**config.mk**
```make
export PLATFORM = sky130hd
export DESIGN_NAME = dramp_gen
export DESIGN_NICKNAME = d
export VERILOG_FILES = /design/src/rtl/dramp_pkg.sv /design/src/rtl/dramp_timer.sv /design/src/rtl/dramp_core.sv /design/src/rtl/dramp_map.sv /design/src/rtl/dramp_gen.sv
export SDC_FILE = /design/constraint.sdc
export NUM_CORES = 1
export LEC_CHECK = 0
export BUFFER_PORTS_ARGS = -buffer_cell sky130_fd_sc_hd__buf_2
export CAP_MARGIN = 20
export CORE_UTILIZATION = 30
export CTS_BUF_LIST = sky130_fd_sc_hd__clkbuf_16
export DETAILED_ROUTE_END_ITERATION = 8
export MAX_ROUTING_LAYER = met4
export PLACE_DENSITY = 0.52
export SLEW_MARGIN = 20
export SYNTH_ARGS = -nofsm -noshare
export SYNTH_HDL_FRONTEND = slang
export SYNTH_SLANG_ARGS = --single-unit
```
**constraint.sdc**
```tcl
create_clock -name clk -period 6.5 [get_ports clk]
set_input_delay 0.325 -clock clk [delete_from_list [all_inputs] [get_ports clk]]
set_output_delay 0.325 -clock clk [all_outputs]
set_load 0.005 [all_outputs]
```
**src/rtl/dramp_pkg.sv**
```systemverilog
package dramp_pkg;
    typedef enum logic [2:0] {
        ST_CLEARED = 3'd0,
        ST_RISING  = 3'd1,
        ST_AT_HIGH = 3'd2,
        ST_FALLING = 3'd3,
        ST_AT_LOW  = 3'd4
    } ramp_state_t;
endpackage

```
**src/rtl/dramp_timer.sv**
```systemverilog
module dramp_timer #(
    parameter int RATE_W = 16
) (
    input  logic              clk,
    input  logic              rst_n,
    input  logic              en,
    input  logic              dir,
    input  logic [RATE_W-1:0] rate_up,
    input  logic [RATE_W-1:0] rate_dn,
    input  logic              io_upd,
    input  logic              load_rate_upd,
    output logic              tick
);
    logic [RATE_W-1:0] cnt_q;
    logic [RATE_W-1:0] reload_val;
    logic [RATE_W-1:0] rate_sel;
    logic              dir_q;
    logic              restart;

    always_comb begin
        rate_sel   = dir ? rate_up : rate_dn;
        reload_val = (rate_sel == '0) ? '0 : rate_sel - 1'b1;
        restart    = (dir != dir_q) || (io_upd && load_rate_upd);
        tick       = en && (cnt_q == '0) && !restart;
    end

    always_ff @(posedge clk or negedge rst_n) begin
        if (!rst_n) begin
            cnt_q <= '0;
            dir_q <= 1'b0;
        end else if (en) begin
            dir_q <= dir;
            if (restart || cnt_q == '0) begin
                cnt_q <= reload_val;
            end else begin
                cnt_q <= cnt_q - 1'b1;
            end
        end
    end
endmodule

```
**src/rtl/dramp_core.sv**
```systemverilog
module dramp_core
    import dramp_pkg::*;
#(
    parameter int ACC_W = 32
) (
    input  logic             clk,
    input  logic             rst_n,
    input  logic             en,
    input  logic             tick,
    input  logic             dir,
    input  logic             clr,
    input  logic             autoclr,
    input  logic             io_upd,
    input  logic             nodwell_hi,
    input  logic             nodwell_lo,
    input  logic [ACC_W-1:0] lim_hi,
    input  logic [ACC_W-1:0] lim_lo,
    input  logic [ACC_W-1:0] step_up,
    input  logic [ACC_W-1:0] step_dn,
    output logic [ACC_W-1:0] acc,
    output ramp_state_t      state,
    output logic             at_limit
);
    ramp_state_t      st_q, st_d;
    logic [ACC_W-1:0] acc_q, acc_d;
    logic [ACC_W:0]   up_sum;
    logic [ACC_W-1:0] dn_dif;
    logic             dn_under;

    always_comb begin
        up_sum   = {1'b0, acc_q} + {1'b0, step_up};
        dn_under = step_dn > acc_q;
        dn_dif   = acc_q - step_dn;
        st_d     = st_q;
        acc_d    = acc_q;
        if (clr) begin
            acc_d = '0;
            st_d  = ST_CLEARED;
        end else if (autoclr && io_upd) begin
            acc_d = '0;
            st_d  = dir ? ST_RISING : ST_FALLING;
        end else if (tick) begin
            if (dir) begin
                if (st_q == ST_AT_HIGH && nodwell_hi) begin
                    acc_d = lim_lo;
                    st_d  = ST_RISING;
                end else if (up_sum[ACC_W] || up_sum[ACC_W-1:0] >= lim_hi) begin
                    acc_d = lim_hi;
                    st_d  = ST_AT_HIGH;
                end else begin
                    acc_d = up_sum[ACC_W-1:0];
                    st_d  = ST_RISING;
                end
            end else begin
                if (st_q == ST_AT_LOW && nodwell_lo) begin
                    acc_d = lim_hi;
                    st_d  = ST_FALLING;
                end else if (dn_under || dn_dif <= lim_lo) begin
                    acc_d = lim_lo;
                    st_d  = ST_AT_LOW;
                end else begin
                    acc_d = dn_dif;
                    st_d  = ST_FALLING;
                end
            end
        end else begin
            unique case (st_q)
                ST_CLEARED:             st_d = dir ? ST_RISING : ST_FALLING;
                ST_RISING, ST_AT_HIGH:  st_d = dir ? st_q : ST_FALLING;
                ST_FALLING, ST_AT_LOW:  st_d = dir ? ST_RISING : st_q;
                default:                st_d = ST_CLEARED;
            endcase
        end
    end

    always_ff @(posedge clk or negedge rst_n) begin
        if (!rst_n) begin
            st_q  <= ST_CLEARED;
            acc_q <= '0;
        end else if (en) begin
            st_q  <= st_d;
            acc_q <= acc_d;
        end
    end

    always_comb begin
        acc      = acc_q;
        state    = st_q;
        at_limit = (st_q == ST_AT_HIGH) || (st_q == ST_AT_LOW);
    end
endmodule

```
**src/rtl/dramp_map.sv**
```systemverilog
module dramp_map #(
    parameter int ACC_W   = 32,
    parameter int PHASE_W = 16,
    parameter int AMP_W   = 14
) (
    input  logic [1:0]       dest,
    input  logic [ACC_W-1:0] acc,
    output logic [ACC_W-1:0] param_out
);
    localparam int PH_SHIFT = ACC_W - PHASE_W;
    localparam int AM_SHIFT = ACC_W - AMP_W;

    always_comb begin
        unique casez (dest)
            2'b00:   param_out = acc;
            2'b01:   param_out = acc >> PH_SHIFT;
            2'b1?:   param_out = acc >> AM_SHIFT;
            default: param_out = acc;
        endcase
    end
endmodule

```
**src/rtl/dramp_gen.sv**
```systemverilog
module dramp_gen
    import dramp_pkg::*;
#(
    parameter int ACC_W   = 32,
    parameter int RATE_W  = 16,
    parameter int PHASE_W = 16,
    parameter int AMP_W   = 14
) (
    input  logic              clk,
    input  logic              rst_n,
    input  logic              en,
    input  logic [1:0]        dest,
    input  logic [ACC_W-1:0]  lim_hi,
    input  logic [ACC_W-1:0]  lim_lo,
    input  logic [ACC_W-1:0]  step_up,
    input  logic [ACC_W-1:0]  step_dn,
    input  logic [RATE_W-1:0] rate_up,
    input  logic [RATE_W-1:0] rate_dn,
    input  logic              dir,
    input  logic              clr,
    input  logic              autoclr,
    input  logic              nodwell_hi,
    input  logic              nodwell_lo,
    input  logic              load_rate_upd,
    input  logic              io_upd,
    output logic [ACC_W-1:0]  param_out,
    output logic              at_limit
);
    logic             tick;
    logic [ACC_W-1:0] acc;
    ramp_state_t      state;

    dramp_timer #(.RATE_W(RATE_W)) u_timer (
        .clk(clk), .rst_n(rst_n), .en(en), .dir(dir),
        .rate_up(rate_up), .rate_dn(rate_dn),
        .io_upd(io_upd), .load_rate_upd(load_rate_upd), .tick(tick)
    );

    dramp_core #(.ACC_W(ACC_W)) u_core (
        .clk(clk), .rst_n(rst_n), .en(en), .tick(tick), .dir(dir),
        .clr(clr), .autoclr(autoclr), .io_upd(io_upd),
        .nodwell_hi(nodwell_hi), .nodwell_lo(nodwell_lo),
        .lim_hi(lim_hi), .lim_lo(lim_lo),
        .step_up(step_up), .step_dn(step_dn),
        .acc(acc), .state(state), .at_limit(at_limit)
    );

    dramp_map #(.ACC_W(ACC_W), .PHASE_W(PHASE_W), .AMP_W(AMP_W)) u_map (
        .dest(dest), .acc(acc), .param_out(param_out)
    );
endmodule

```
==> Yosys cells after proc, flatten, opt, wreduce, memory -nomap -nowiden <==
Index checks and enable logic that the tools add are counted.
{ "totals": {"regBits": 52, "latchBits": 0, "ram_bits": 0, "romBits": 0, "in_bits": 172, "output_inout_bits": 33, "mem_count": 0} }
{ "op_classes": {"add_sub_neg": 4, "mul": 0, "div": 0, "magnitude_cmp": 3, "eq_ne": 8, "shifts": 0, "mux": 24, "bitwise_logic": 0, "reduce_logical": 21} }
{ "ops": {"columns": ["op", "n"], "rows": [
  ["32-bit two-way mux", 8],
  ["32-bit case mux with 3 select lines", 1],
  ["16-bit two-way mux", 3],
  ["32-bit by 32-bit adder with 33-bit output", 1],
  ["32-bit greater-or-equal comparator", 1],
  ["32-bit > comparator", 1],
  ["32-bit less-or-equal comparator", 1],
  ["16-bit zero test", 2],
  ["16-bit by 1-bit subtractor with 16-bit output, second input constant", 2],
  ["32-bit subtractor", 1],
  ["3-bit two-way mux", 9],
  ["5-bit by 4-bit != test with 1-bit output, second input constant", 2],
  ["3-bit case mux with 3 select lines", 1],
  ["3-bit by 2-bit equality test with 1-bit output, second input constant", 2],
  ["1-bit logical AND", 6],
  ["1-bit logical OR", 5],
  ["2-bit two-way mux", 2],
  ["2-bit OR reduction", 2],
  ["3-bit by 1-bit equality test with 1-bit output, second input constant", 1],
  ["3-bit equality test, second input constant", 1],
  ["3-bit zero test", 1],
  ["3-bit AND reduction", 1],
  ["3-bit nonzero test", 1],
  ["2-bit by 1-bit equality test with 1-bit output, second input constant", 1],
  ["other kinds (4)", 4]
]} }

==> Longest topological paths before layout <==
Gate-level depths: netlist (run 1).
{ "depth": {"ltp_word": 9, "depth_mapped": 25, "ltp_nobuf": 23} }

==> Hierarchy <==
Synthesis (run 1) repeated with hierarchy kept, for this count alone.
{ "hier_totals": {"cells_unflattened": 1355, "hier_area_um2": 10000.8} }
{ "by_module_without_submodules": {"columns": ["module", "instances", "cells_per_inst", "area_each_um2", "seq_area_each_um2"], "rows": [
  ["dramp_core", 1, 1078, 7764.9, 875.8],
  ["dramp_timer", 1, 208, 1769.2, 425.4],
  ["dramp_map", 1, 69, 466.7, 0.0]
]} }

==> Worst setup path before layout (run 1) <==
No wires, ideal clock.
{ "synth_timing": {"kind": "reg2reg", "start": "register u_core.acc_q[0], in the netlist u_core.acc[0]", "end": "register u_core.acc_q[10], in the netlist u_core.acc[10]", "setup_ns": 0.118, "arrival_time_ns": 4.825, "slack_ns": 1.556, "stages_incl_launch_ff": 25, "n_path_buf": 2, "cell_sequence": "dfrtp_1 -> inv_1 -> ha_1 -> inv_1 -> fa_1 -> a211oi_1 -> o21ai_2 -> o21ai_0 -> a21oi_1 -> o2111ai_1 -> a21oi_1 -> a311oi_1 -> xor2_1 -> inv_1 -> ha_1 -> nand4_1 -> or4_1 -> a311oi_1 -> o22ai_2 -> or2_1 -> buf_6 -> buf_6 -> o221ai_2 -> a211oi_1 -> a21o_1"} }
{ "synth_via": {"elab_chain_len": 9, "elab_cells_between_ends": 15, "cone_classes": "add/sub: 2; order compare: 3; mux: 8; reduce/logical: 2"} }
{ "synth_lines": {"columns": ["element", "line", "source"], "rows": [
  ["start, declared", "dramp_core.sv:25", "logic [ACC_W-1:0] acc_q, acc_d;"],
  ["start signal, assigned", "dramp_core.sv:79", "acc_q <= '0;"],
  ["start signal, assigned", "dramp_core.sv:82", "acc_q <= acc_d;"],
  ["32-bit subtractor or 32-bit by 32-bit adder with 33-bit output (tied branches)", "dramp_core.sv:33, dramp_core.sv:31", null],
  ["32-bit less-or-equal comparator or 32-bit greater-or-equal comparator (tied branches)", "dramp_core.sv:58, dramp_core.sv:47", null],
  ["1-bit logical OR, on equally long branches", "dramp_core.sv:58, dramp_core.sv:47", null],
  ["32-bit two-way mux, on equally long branches", "dramp_core.sv:58, dramp_core.sv:47", null],
  ["32-bit two-way mux, on equally long branches", "dramp_core.sv:55, dramp_core.sv:44", null],
  ["32-bit two-way mux (*)", "dramp_core.sv:43", "if (dir) begin"],
  ["32-bit two-way mux (*)", "dramp_core.sv:42", "end else if (tick) begin"],
  ["32-bit two-way mux (*)", "dramp_core.sv:39", "end else if (autoclr && io_upd) begin"],
  ["32-bit two-way mux (*)", "dramp_core.sv:36", "if (clr) begin"]
]} }
Every way passes the cells marked *; elsewhere a longest branch is shown, timed or not. The select of a mux whose other input is x is not followed.
A chain may end at the register's enable or synchronous reset.

==> Worst setup path in the final report (run 1) <==
{ "layout_timing": {"start": "register u_core.acc_q[0], in the netlist u_core.acc[0]", "end": "register u_core.acc_q[8], in the netlist u_core.acc[8]"} }
Same word-level chain as after synthesis.

==> impl_results.md, run 1 <==
- Status: finished, final reports clean
- Hold Buf Count CTS: 0
- Largest net degree at the start of global routing: 53
- RR Startpoint: u_core.acc[0]
- Clock Path Buffers: 2
- Simple logic cell fraction of the synthesized area: 0.193
- Cell count after synthesis: 1,322
- Final nets: 1,794
- Type of the tightest min-delay check: input pin to async pin
- Synth Warn #: 0
- Top cells by area, synth: ha_1 16%, dfrtp_1 13%, a21oi_1 5.8%
- Largest family of logic cells by synthesized area: compound AO/OA/AOI/OAI gates
- Post-synth top area share: 0.165
- Slew @ Worst Pin: 1.04 ns
- Crit path DAT: 6.02 ns
- Cts repair resizes: 0
- Final Max Tran Viols: 0
- Area share of fa/ha/maj cells after synthesis: 0.169
- Skew final: 0.00770 ns
- Initial Util: 0.304
- Slowest CP cell: or4_1
- # DRC: 0
- # IOs: 205
- Setup violations, final: 0
- Crit Path Max Fanout: 26
- Fmax achieved: 172 MHz
- Most frequent CP cell: inv_1
- Mapped cell area: 0.00987 sq mm
- Die W: 183 um
- Worst EP required: 6.70 ns
- Reg-to-Reg End: u_core.acc[8]
- Met1 wire length: 16,900 um
- Leakage power: 0.00574 uW
- RSZ-0062 raised after global routing: false
- Fraction of synthesized cell area in xor and xnor cells: 0.0630
- CP Cell Sequence: inv_1 -> ha_1 -> inv_1 -> fa_1 -> a211oi_1 -> o21ai_2 -> o21ai_0 -> a21oi_1 -> o2111ai_1 -> a21oi_1 -> a311oi_1 -> xor2_1 -> inv_1 -> ha_1 -> nand4_1 -> or4_1 -> a311oi_1 -> o22ai_2 -> or2_2 -> o221ai_1 -> a211oi_1 -> a21o_1
- Reg2reg setup slack: 0.68 ns
- Setup WS pre-CTS: 0.414 ns
- # port buffers: 204
- Layout cell share with drive strength beyond 1: 0.185
- Detail Route Antenna Nets: 0
- Max-slew headroom: 0.303
- Synth cell types: 92
- Clock buffer count from CTS: 5
- Async SR Flop Fraction: 1.00
- Synth Area per Inst: 7.46 sq um
- Synth-to-Final Area Change: 16.5%
- Grt total ovfl: 0
- Vias in the first global route: 10.0k
- PwrDens: 110 mW/mm^2
- R2r worst-path depth: 22
- Setup crit start kind: flip-flop
- Final WL: 37,700 um
- Worst setup margin: 0.680 ns
- CTS tree: built
- CP max stage delay: 0.56 ns
- Seq cells post-synth: 52
- Row cnt: 66
- Finished Cell Area: 0.0115 sq mm
- Sequential area share after synthesis: 0.132
- Top FF cell, synth: dfrtp_1
- Antenna violations before repair: 12
- Final GP Congestion: 0.931
- First-pass DRT Iterations: 5
- Post-synth EDFFs: 0
- Synth Net Count: 1,626
- Area leader, netlist: ha_1
- Critical path class: flip-flop to flip-flop
- DR top layer: met4
- DR vias/cell: 5.45
- Highest-count cells in the layout ignoring fill and taps: 204 x buf_2, 130 x ha_1, 123 x inv_1
- Fin util: 0.354
- Worst setup EP type: flip-flop
- Worst skew pair latency: 0.31 ns
- Via count: 10.6k
- Tot GR Track Use: 0.229
- Max-cap violations: 0
- Final period utilization: 0.895
- CTS root buf: clkbuf_16
- Maximum vdd drop: 90.5 uV
- WL met2: 17,500 um
- Setup bufs post-CTS: 0
- Commonest non-fill, non-tap cell in the layout: buf_2
- First-pass GRT wire length: 57,400 um
- Area post-placement: 0.0113 sq mm
- Final HPWL DP: 31,700 um
- H-tree levels: 2
- DR WL met3: 2510 um
- Post-synthesis mux area share: 0.0673
- Clock Sinks: 52
- Min Tclk post-route: 5.82 ns
- Die H: 183 um
- DR iter-0 viols: 736
- Critical path origin: u_core.acc[0]
- DR WL/cell: 19.4 um
- Die Area: 0.0336 sq mm
- Compound-Gate Fraction of Synth Area: 0.300
- CTS clk-pin slew, worst paths: 0.08 ns
- Core box area: 0.0325 sq mm
- TNS Setup: 0 ns
- Final hold viol count: 0
[per-layer routing]
| layer | GRT usage | vias up |
|---|---|---|
| met5 | - | - |
| met4 | 0.0540 | 0 |
| met3 | 0.0395 | 43 |
| li1 | - | 5228 |
| met1 | 0.290 | 4971 |
| met2 | 0.377 | 359 |
[cell type report]
cell class	count	area (sq um)
clock inverter	2	60.1
antenna	12	30.0
clock buffer	5	125
tap	442	553
multi-input combinational	1091	7840
timing repair buffer	216	1120
fill	3498	21000
inverter	124	465
sequential	52	1300
[cells in the mapped netlist, types with 16 or more instances]
library cell	n
o211ai_1	16
and2_1	24
o221ai_1	25
nand2_1	118
xnor2_1	41
mux2i_1	51
nand3_1	28
nor2_1	91
ha_1	130
a21o_1	32
nor3_1	28
o21ai_0	91
nand4_1	22
dfrtp_1	52
a21oi_1	115
xor2_1	30
inv_1	123
a211oi_1	22
clkbuf_1	32
[logic make-up after synthesis]
| kind of cell | after synthesis |
|---|---|
| compound gates | 439 |
| simple gates | 386 |
| buf+inv | 179 |
| fa+ha+maj | 132 |
| xor+xnor | 71 |
| mux | 63 |
| flops | 52 |
[per-stage QoR]
| stage | hold slack [ns] | instances | total power (uW) |
|---|---|---|---|
| floorplan | 0.0294 | 1322 | 728 |
| global route | 0.211 | 1944 | 1340 |
| global placement | 0.492 | 1925 | 904 |
| finish | 0.163 | 1944 | 1260 |
| CTS | 0.189 | 1932 | 1270 |
| detailed placement | 0.493 | 1925 | 908 |
[worst max path at each step]
stage,to,cells after the start
finish,u_core.acc[8],22
global route,u_core.acc[6],23
CTS,u_core.acc[5],23
detailed placement,u_core.acc[5],23
global placement,u_core.acc[1],23
floorplan,u_core.acc[10],24
[critical path, delay by kind of cell (launching register included)]
family	cells	cell delay [ns]
AOI/OAI and AO/OA	12	2.60
adders and majority gates	3	0.89
buffers and inverters	3	0.20
xor gates and xnor gates	1	0.29
and+or+nand+nor	3	1.28
DFF	1	0.42
[state kept, by name (all words and copies together) (netlist names)]
register	flops
u_core.state	3
u_timer.cnt_q	16
u_timer.dir_q	1
u_core.acc	32
[power by group]
part	switching, uW	total [uW]	internal (uW)
registers	31.6	380	348
logic	312	527	215
clock network	138	357	219
total	481	1260	783
Note: power is estimated with default switching activity, not from simulation.
==> run 2: changes to the inputs <==
--- a/config.mk
+++ b/config.mk
@@ -7,11 +7,11 @@
 export LEC_CHECK = 0
 export BUFFER_PORTS_ARGS = -buffer_cell sky130_fd_sc_hd__buf_2
 export CAP_MARGIN = 20
-export CORE_UTILIZATION = 30
+export CORE_UTILIZATION = 58
 export CTS_BUF_LIST = sky130_fd_sc_hd__clkbuf_16
 export DETAILED_ROUTE_END_ITERATION = 8
 export MAX_ROUTING_LAYER = met4
-export PLACE_DENSITY = 0.52
+export PLACE_DENSITY = 0.9
 export SLEW_MARGIN = 20
 export SYNTH_ARGS = -nofsm -noshare
 export SYNTH_HDL_FRONTEND = slang
==> constraint.sdc (replaced) <==
create_clock -name clk -period 5.6 [get_ports clk]
set_input_delay 0.28 -clock clk [delete_from_list [all_inputs] [get_ports clk]]
set_output_delay 0.28 -clock clk [all_outputs]
set_load 0.005 [all_outputs]
==> run 2 against run 1 <==
Effect of this change:
- die area shrank 48%
- total power increased by 8.9%
- critical endpoint is now u_core.acc[16]
- final area down 1.9%
- combinational power grew 17%
- largest cell class unchanged
- utilization up 33 points
- critical path type unchanged
- clock-buffer cell count stayed put
- global-route usage is 17 points higher
- first-iteration DRC count rose by 24%
==> impl_results.md, run 2 (synthesis gave the netlist of run 1 again) <==
- Status: finished, final reports clean
- Worst skew pair latency: 0.30 ns (about the same)
- Slowest CP cell: fa_1
- Highest-count cells in the layout ignoring fill and taps: 204 x buf_2, 130 x ha_1, 124 x inv_1
- Commonest non-fill, non-tap cell in the layout: buf_2
- Die H: 132 um (-28%)
- First-pass DRT Iterations: 5 (unchanged)
- Setup violations, final: 0 (unchanged)
- Clock buffer count from CTS: 5 (unchanged)
- Core box area: 0.0166 sq mm (-49%)
- RSZ-0062 raised after global routing: false
- Hold Buf Count CTS: 0 (unchanged)
- CP max stage delay: 0.45 ns (-0.11 ns)
- Clock Sinks: 52 (unchanged)
- Final WL: 34,000 um (-9.9%)
- Layout cell share with drive strength beyond 1: 0.192 (+0.00772)
- Worst setup margin: 0.218 ns (-0.462 ns)
- Detail Route Antenna Nets: 0 (unchanged)
- DR WL/cell: 19.7 um (+1.5%)
- DR vias/cell: 6.48 (+19%)
- # DRC: 0 (unchanged)
- First-pass GRT wire length: 53,800 um (-6.2%)
- DR iter-0 viols: 912 (+24%)
- # IOs: 205 (unchanged)
- Final HPWL DP: 28,000 um (-12%)
- H-tree levels: 2 (unchanged)
- Vias in the first global route: 10.6k (+5.6%)
- Final nets: 1,806 (+0.67%)
- Die Area: 0.0175 sq mm (-48%)
- Crit Path Max Fanout: 21 (-19%)
- Min Tclk post-route: 5.38 ns (-0.438 ns)
- Final hold viol count: 0 (unchanged)
- Critical path class: flip-flop to flip-flop
- RR Startpoint: u_core.acc[0]
- Die W: 132 um (-28%)
- Max-cap violations: 0 (unchanged)
- Clock Path Buffers: 2 (unchanged)
- Tot GR Track Use: 0.396 (+0.168)
- Max-slew headroom: 0.339 (+0.0354)
- Via count: 11.2k (+5.5%)
- PwrDens: 122 mW/mm^2 (+11%)
- Largest net degree at the start of global routing: 53 (unchanged)
- Fmax achieved: 186 MHz (+8.1%)
- Grt total ovfl: 0 (unchanged)
- Worst setup EP type: flip-flop
- Initial Util: 0.595 (+0.291)
- R2r worst-path depth: 19 (-14%)
- Final Max Tran Viols: 0 (unchanged)
- CTS root buf: clkbuf_16
- Leakage power: 0.00578 uW (+0.77%)
- Skew final: 0.00308 ns (-0.00462 ns)
- Fillers: 1,460 (-58%)
- Multi-input logic area: 0.00787 sq mm (+0.42%)
- CTS tree: built
- Type of the tightest min-delay check: input pin to async pin
- Setup bufs post-CTS: 0 (unchanged)
- Setup crit start kind: flip-flop
- Antenna violations before repair: 3 (-9)
- Synth-to-Final Area Change: 14.2%
- Reg2reg setup slack: 0.22 ns (-0.46 ns)
- Reg-to-Reg End: u_core.acc[16]
- Slew @ Worst Pin: 0.990 ns (-0.0496 ns)
- Final GP Congestion: 1.02 (+9.6%)
- TNS Setup: 0 ns (unchanged)
- Worst EP required: 5.78 ns (-0.92 ns)
- Crit path DAT: 5.56 ns (-0.46 ns)
- CTS clk-pin slew, worst paths: 0.07 ns (about the same)
- Setup WS pre-CTS: 0.0485 ns (-0.366 ns)
- # port buffers: 204 (unchanged)
- CP Cell Sequence: ha_1 -> fa_1 -> a211oi_1 -> o211ai_2 -> a211oi_1 -> o211ai_1 -> a2111o_1 -> o211ai_1 -> ha_1 -> a21oi_1 -> a21boi_0 -> a2111oi_1 -> nand4_1 -> a31o_1 -> a31o_4 -> buf_4 -> mux2_4 -> o22ai_1 -> o21ai_1
- Row cnt: 47 (-29%)
- Cts repair resizes: 0 (unchanged)
- Maximum vdd drop: 141 uV (+56%)
- Max reg flops: 32 (unchanged)
- Sequential cell area: 0.00130 sq mm (unchanged)
- Final period utilization: 0.961 (+0.0657)
==> run 2: cell count changes in the layout (fill, tap and decap cells not counted), moves of 2 or more <==
cell       change
a311oi_1       -2
diode_2        -9
buf_4         +12
bufinv_16      -2
a311oi_2       +2
==> run 2: worst max-delay path by stage <==
stage / start / end / slack (ns) / depth (start not counted)
after floorplan: u_core.acc[0] / u_core.acc[14] / 0.66 / 24
after global placement: u_core.acc[0] / u_core.acc[0] / 0.23 / 19
after detailed placement: u_core.acc[0] / u_core.acc[26] / 0.05 / 24
after CTS: u_core.acc[0] / u_core.acc[26] / 0.02 / 24
after global routing: u_core.acc[0] / u_core.acc[26] / 0.01 / 24
final: u_core.acc[0] / u_core.acc[16] / 0.22 / 19
==> run 2: per-stage QoR <==
step | utilization | std cells | power [uW] | instance area (sq um) | hold WS (ns)
2_1_floorplan | - | 1322 | 845 | 9870 | -0.0156
3_3_place_gp | 0.669 | 1715 | 1030 | 11100 | 0.461
3_5_place_dp | 0.669 | 1715 | 1050 | 11100 | 0.461
4_1_cts | 0.677 | 1723 | 1360 | 11200 | 0.146
5_1_grt | 0.680 | 1726 | 1450 | 11300 | 0.165
6_report | 0.680 | 1726 | 1380 | 11300 | 0.0927
==> run 2: report_power, final <==
part / switching [uW] / total, uW / internal (uW) / leakage (uW)
sequential: 38.8 / 443 / 404 / 0.000694
clock: 153 / 317 / 163 / 0.0000687
combinational: 361 / 617 / 256 / 0.00502
total: 553 / 1380 / 824 / 0.00578
==> run 2: worst max-delay path, delay by kind of cell (launching register included) <==
| family | cells | cell delay [ns] |
|---|---|---|
| buf+inv | 1 | 0.21 |
| mux | 1 | 0.29 |
| simple gates | 1 | 0.15 |
| compound gates | 13 | 3.14 |
| fa+ha+maj | 3 | 1.05 |
| flops | 1 | 0.44 |
==> run 2: area by class of cell <==
| cell class | instances | area share |
|---|---|---|
| multi-input combinational | 1091 | 0.698 |
| tap | 220 | 0.0244 |
| clock inverter | 3 | 0.00133 |
| timing repair buffer | 228 | 0.108 |
| sequential | 52 | 0.115 |
| antenna | 3 | 0.000666 |
| clock buffer | 5 | 0.0111 |
| inverter | 124 | 0.0413 |
==> run 2: metal layers <==
metal,GRT usage,wire (um),vias up
met5,-,0,-
met4,0.165,1600,0
met3,0.0506,3160,128
met2,0.646,15300,668
met1,0.494,13900,5150
li1,-,-,5234
==> run 3: changes to the inputs <==
==> constraint.sdc (replaced) <==
create_clock -name clk -period 5.6 [get_ports clk]
set_input_delay 0.84 -clock clk [delete_from_list [all_inputs] [get_ports clk]]
set_output_delay 0.84 -clock clk [all_outputs]
set_load 0.005 [all_outputs]
==> run 3 against run 2 <==
Effect of this change:
- routed wire length is 1.8% higher
- clock skew is 0.0022 ns higher
- die area unchanged
- fmax fell by 2.0%
- total power rose by 3.8%
- setup slack lost 0.11 ns
- critical path depth increased by 1
- sequential share of layout area down 0.17 points
==> impl_results.md, run 3 (synthesis gave the netlist of run 1 again) <==
- Maximum vdd drop: 116 uV (-18%)
- Layout cell share with drive strength beyond 1: 0.202 (+0.00929)
- Tot GR Track Use: 0.402 (+0.00583)
- Detail Route Antenna Nets: 0 (unchanged)
- Core box area: 0.0166 sq mm (unchanged)
- First-pass GRT wire length: 54,700 um (+1.7%)
- # DRC: 0 (unchanged)
- Non-Filler Instances: 1,746 (+1.2%)
- # port buffers: 204 (unchanged)
- Crit Path Max Fanout: 14 (-33%)
- Setup crit start kind: input pin
- CTS clk-pin slew, worst paths: 0.07 ns (about the same)
- Min Tclk post-route: 5.49 ns (+0.110 ns)
- RSZ-0062 raised after global routing: true
- Synth-to-Final Area Change: 16.0%
- Antenna violations before repair: 3 (unchanged)
- CTS tree: built
- Hold Buf Count CTS: 0 (unchanged)
- WHS Path Cells: 2
- Status: finished, final reports clean
- Worst setup EP type: flip-flop
- Area post-placement: 0.0113 sq mm (+1.5%)
- Final period utilization: 0.981 (+0.0196)
- Final HPWL DP: 28,500 um (+1.9%)
- Max-cap violations: 0 (unchanged)
- # IOs: 205 (unchanged)
- First-pass DRT Iterations: 7 (+2)
- Max reg flops: 32 (unchanged)
- Setup violations, final: 0 (unchanged)
- Initial Util: 0.595 (unchanged)
- Die H: 132 um (unchanged)
- CTS root buf: clkbuf_16
- Clock buffer count from CTS: 5 (unchanged)
- Slew @ Worst Pin: 0.996 ns (+0.00608 ns)
- Fmax achieved: 182 MHz (-2.0%)
- Row cnt: 47 (unchanged)
- Finished Cell Area: 0.0114 sq mm (+1.5%)
- Final hold viol count: 0 (unchanged)
- Clock Sinks: 52 (unchanged)
- Final WL: 34,600 um (+1.8%)
- Type of the tightest min-delay check: flip-flop to flip-flop
- Die Area: 0.0175 sq mm (unchanged)
- PwrDens: 125 mW/mm^2 (+2.2%)
- Grt total ovfl: 0 (unchanged)
- Cts repair resizes: 0 (unchanged)
- Max-slew headroom: 0.327 (-0.0116)
- Worst skew pair latency: 0.30 ns (about the same)
- Critical path class: input pin to flip-flop
- Final nets: 1,826 (+1.1%)
- Highest-count cells in the layout ignoring fill and taps: 204 x buf_2, 130 x ha_1, 124 x inv_1
- Fillers: 1,434 (-1.8%)
- Placed Cells: 1,735 (+1.2%)
- Clock Path Buffers: 2 (unchanged)
- H-tree levels: 2 (unchanged)
- DR iter-0 viols: 865 (-5.2%)
- R2r worst-path depth: 19 (unchanged)
- Final GP Congestion: 1.01 (-1.2%)
- Worst EP required: 5.79 ns (about the same)
- Largest net degree at the start of global routing: 53 (unchanged)
- Die W: 132 um (unchanged)
- DR vias/cell: 6.43 (-0.70%)
- Via count: 11.2k (+0.45%)
- Commonest non-fill, non-tap cell in the layout: buf_2
- Final Max Tran Viols: 0 (unchanged)
- Skew final: 0.00533 ns (+0.00225 ns)
- Setup bufs post-CTS: 0 (unchanged)
- Vias in the first global route: 10.7k (+1.3%)
- DR WL/cell: 19.8 um (+0.66%)
- Crit path DAT: 5.68 ns (+0.12 ns)
- Leakage power: 0.00590 uW (+2.1%)
==> run 3: final timing paths <==
kind / start / endpoint / slack [ns]
min reg2reg: u_timer.cnt_q[12] / u_timer.cnt_q[12] / 0.52
min: u_timer.cnt_q[12] / u_timer.cnt_q[12] / 0.52
max reg2reg: u_core.acc[0] / u_core.state[1] / 0.23
max: step_up[0] / u_core.state[1] / 0.11
min in group asynchronous: rst_n / u_timer.cnt_q[14] / 0.66
max in group asynchronous: rst_n / u_core.acc[4] / 4.44
==> run 3: area by class of cell <==
| class | count | area, sq um | area share |
|---|---|---|---|
| multi-input cells | 1091 | 7840 | 0.685 |
| repair buffers | 248 | 1390 | 0.121 |
| flip-flops and latches | 52 | 1300 | 0.114 |
| inverters | 124 | 465 | 0.0407 |
| well taps | 220 | 275 | 0.0241 |
| clock buffers | 5 | 125 | 0.0109 |
| clock inverters | 3 | 38.8 | 0.00339 |
| diodes | 3 | 7.51 | 0.000656 |
==> run 3: routing by layer <==
layer | wire length [um] | up-vias | global-route usage | part of all wire
met5 | 0 | - | - | 0
met4 | 1570 | 0 | 0.173 | 0.045
met3 | 3380 | 136 | 0.0617 | 0.098
met2 | 15700 | 673 | 0.651 | 0.45
met1 | 14000 | 5135 | 0.496 | 0.40
li1 | - | 5286 | - | -
==> run 3: critical path, stage by stage <==
cell and delay, ns:
buf_2 0.10, ha_1 0.23, fa_1 0.45, a211oi_2 0.29, o211ai_2 0.13, a211oi_1 0.33, o211ai_1 0.25, a2111o_1 0.42
o211ai_1 0.15, ha_1 0.31, a21oi_1 0.13, a21boi_0 0.09, a2111oi_1 0.47, nand4_1 0.17, a31o_1 0.21, a31o_2 0.34
buf_4 0.18, a21boi_1 0.17, o21ai_0 0.10, a32o_1 0.30
==> run 3: per-stage QoR <==
stage	util	TNS, ns	setup WS, ns	hold WS (ns)	power (uW)
finish	0.690	0	0.109	0.525	1430
global route	0.690	-0.0454	-0.0376	0.539	1510
CTS	0.689	0	0.163	0.521	1410
detailed placement	0.679	-1.59	-0.104	0.505	1050
global placement	0.679	0	0.00108	0.492	1040
floorplan	-	0	0.256	0.470	845
==> run 3: power by group <==
part / switching, uW / leakage, uW / internal [uW]
combinational: 364 / 0.00513 / 262
clock: 152 / 0.0000850 / 209
sequential: 37.8 / 0.000694 / 405
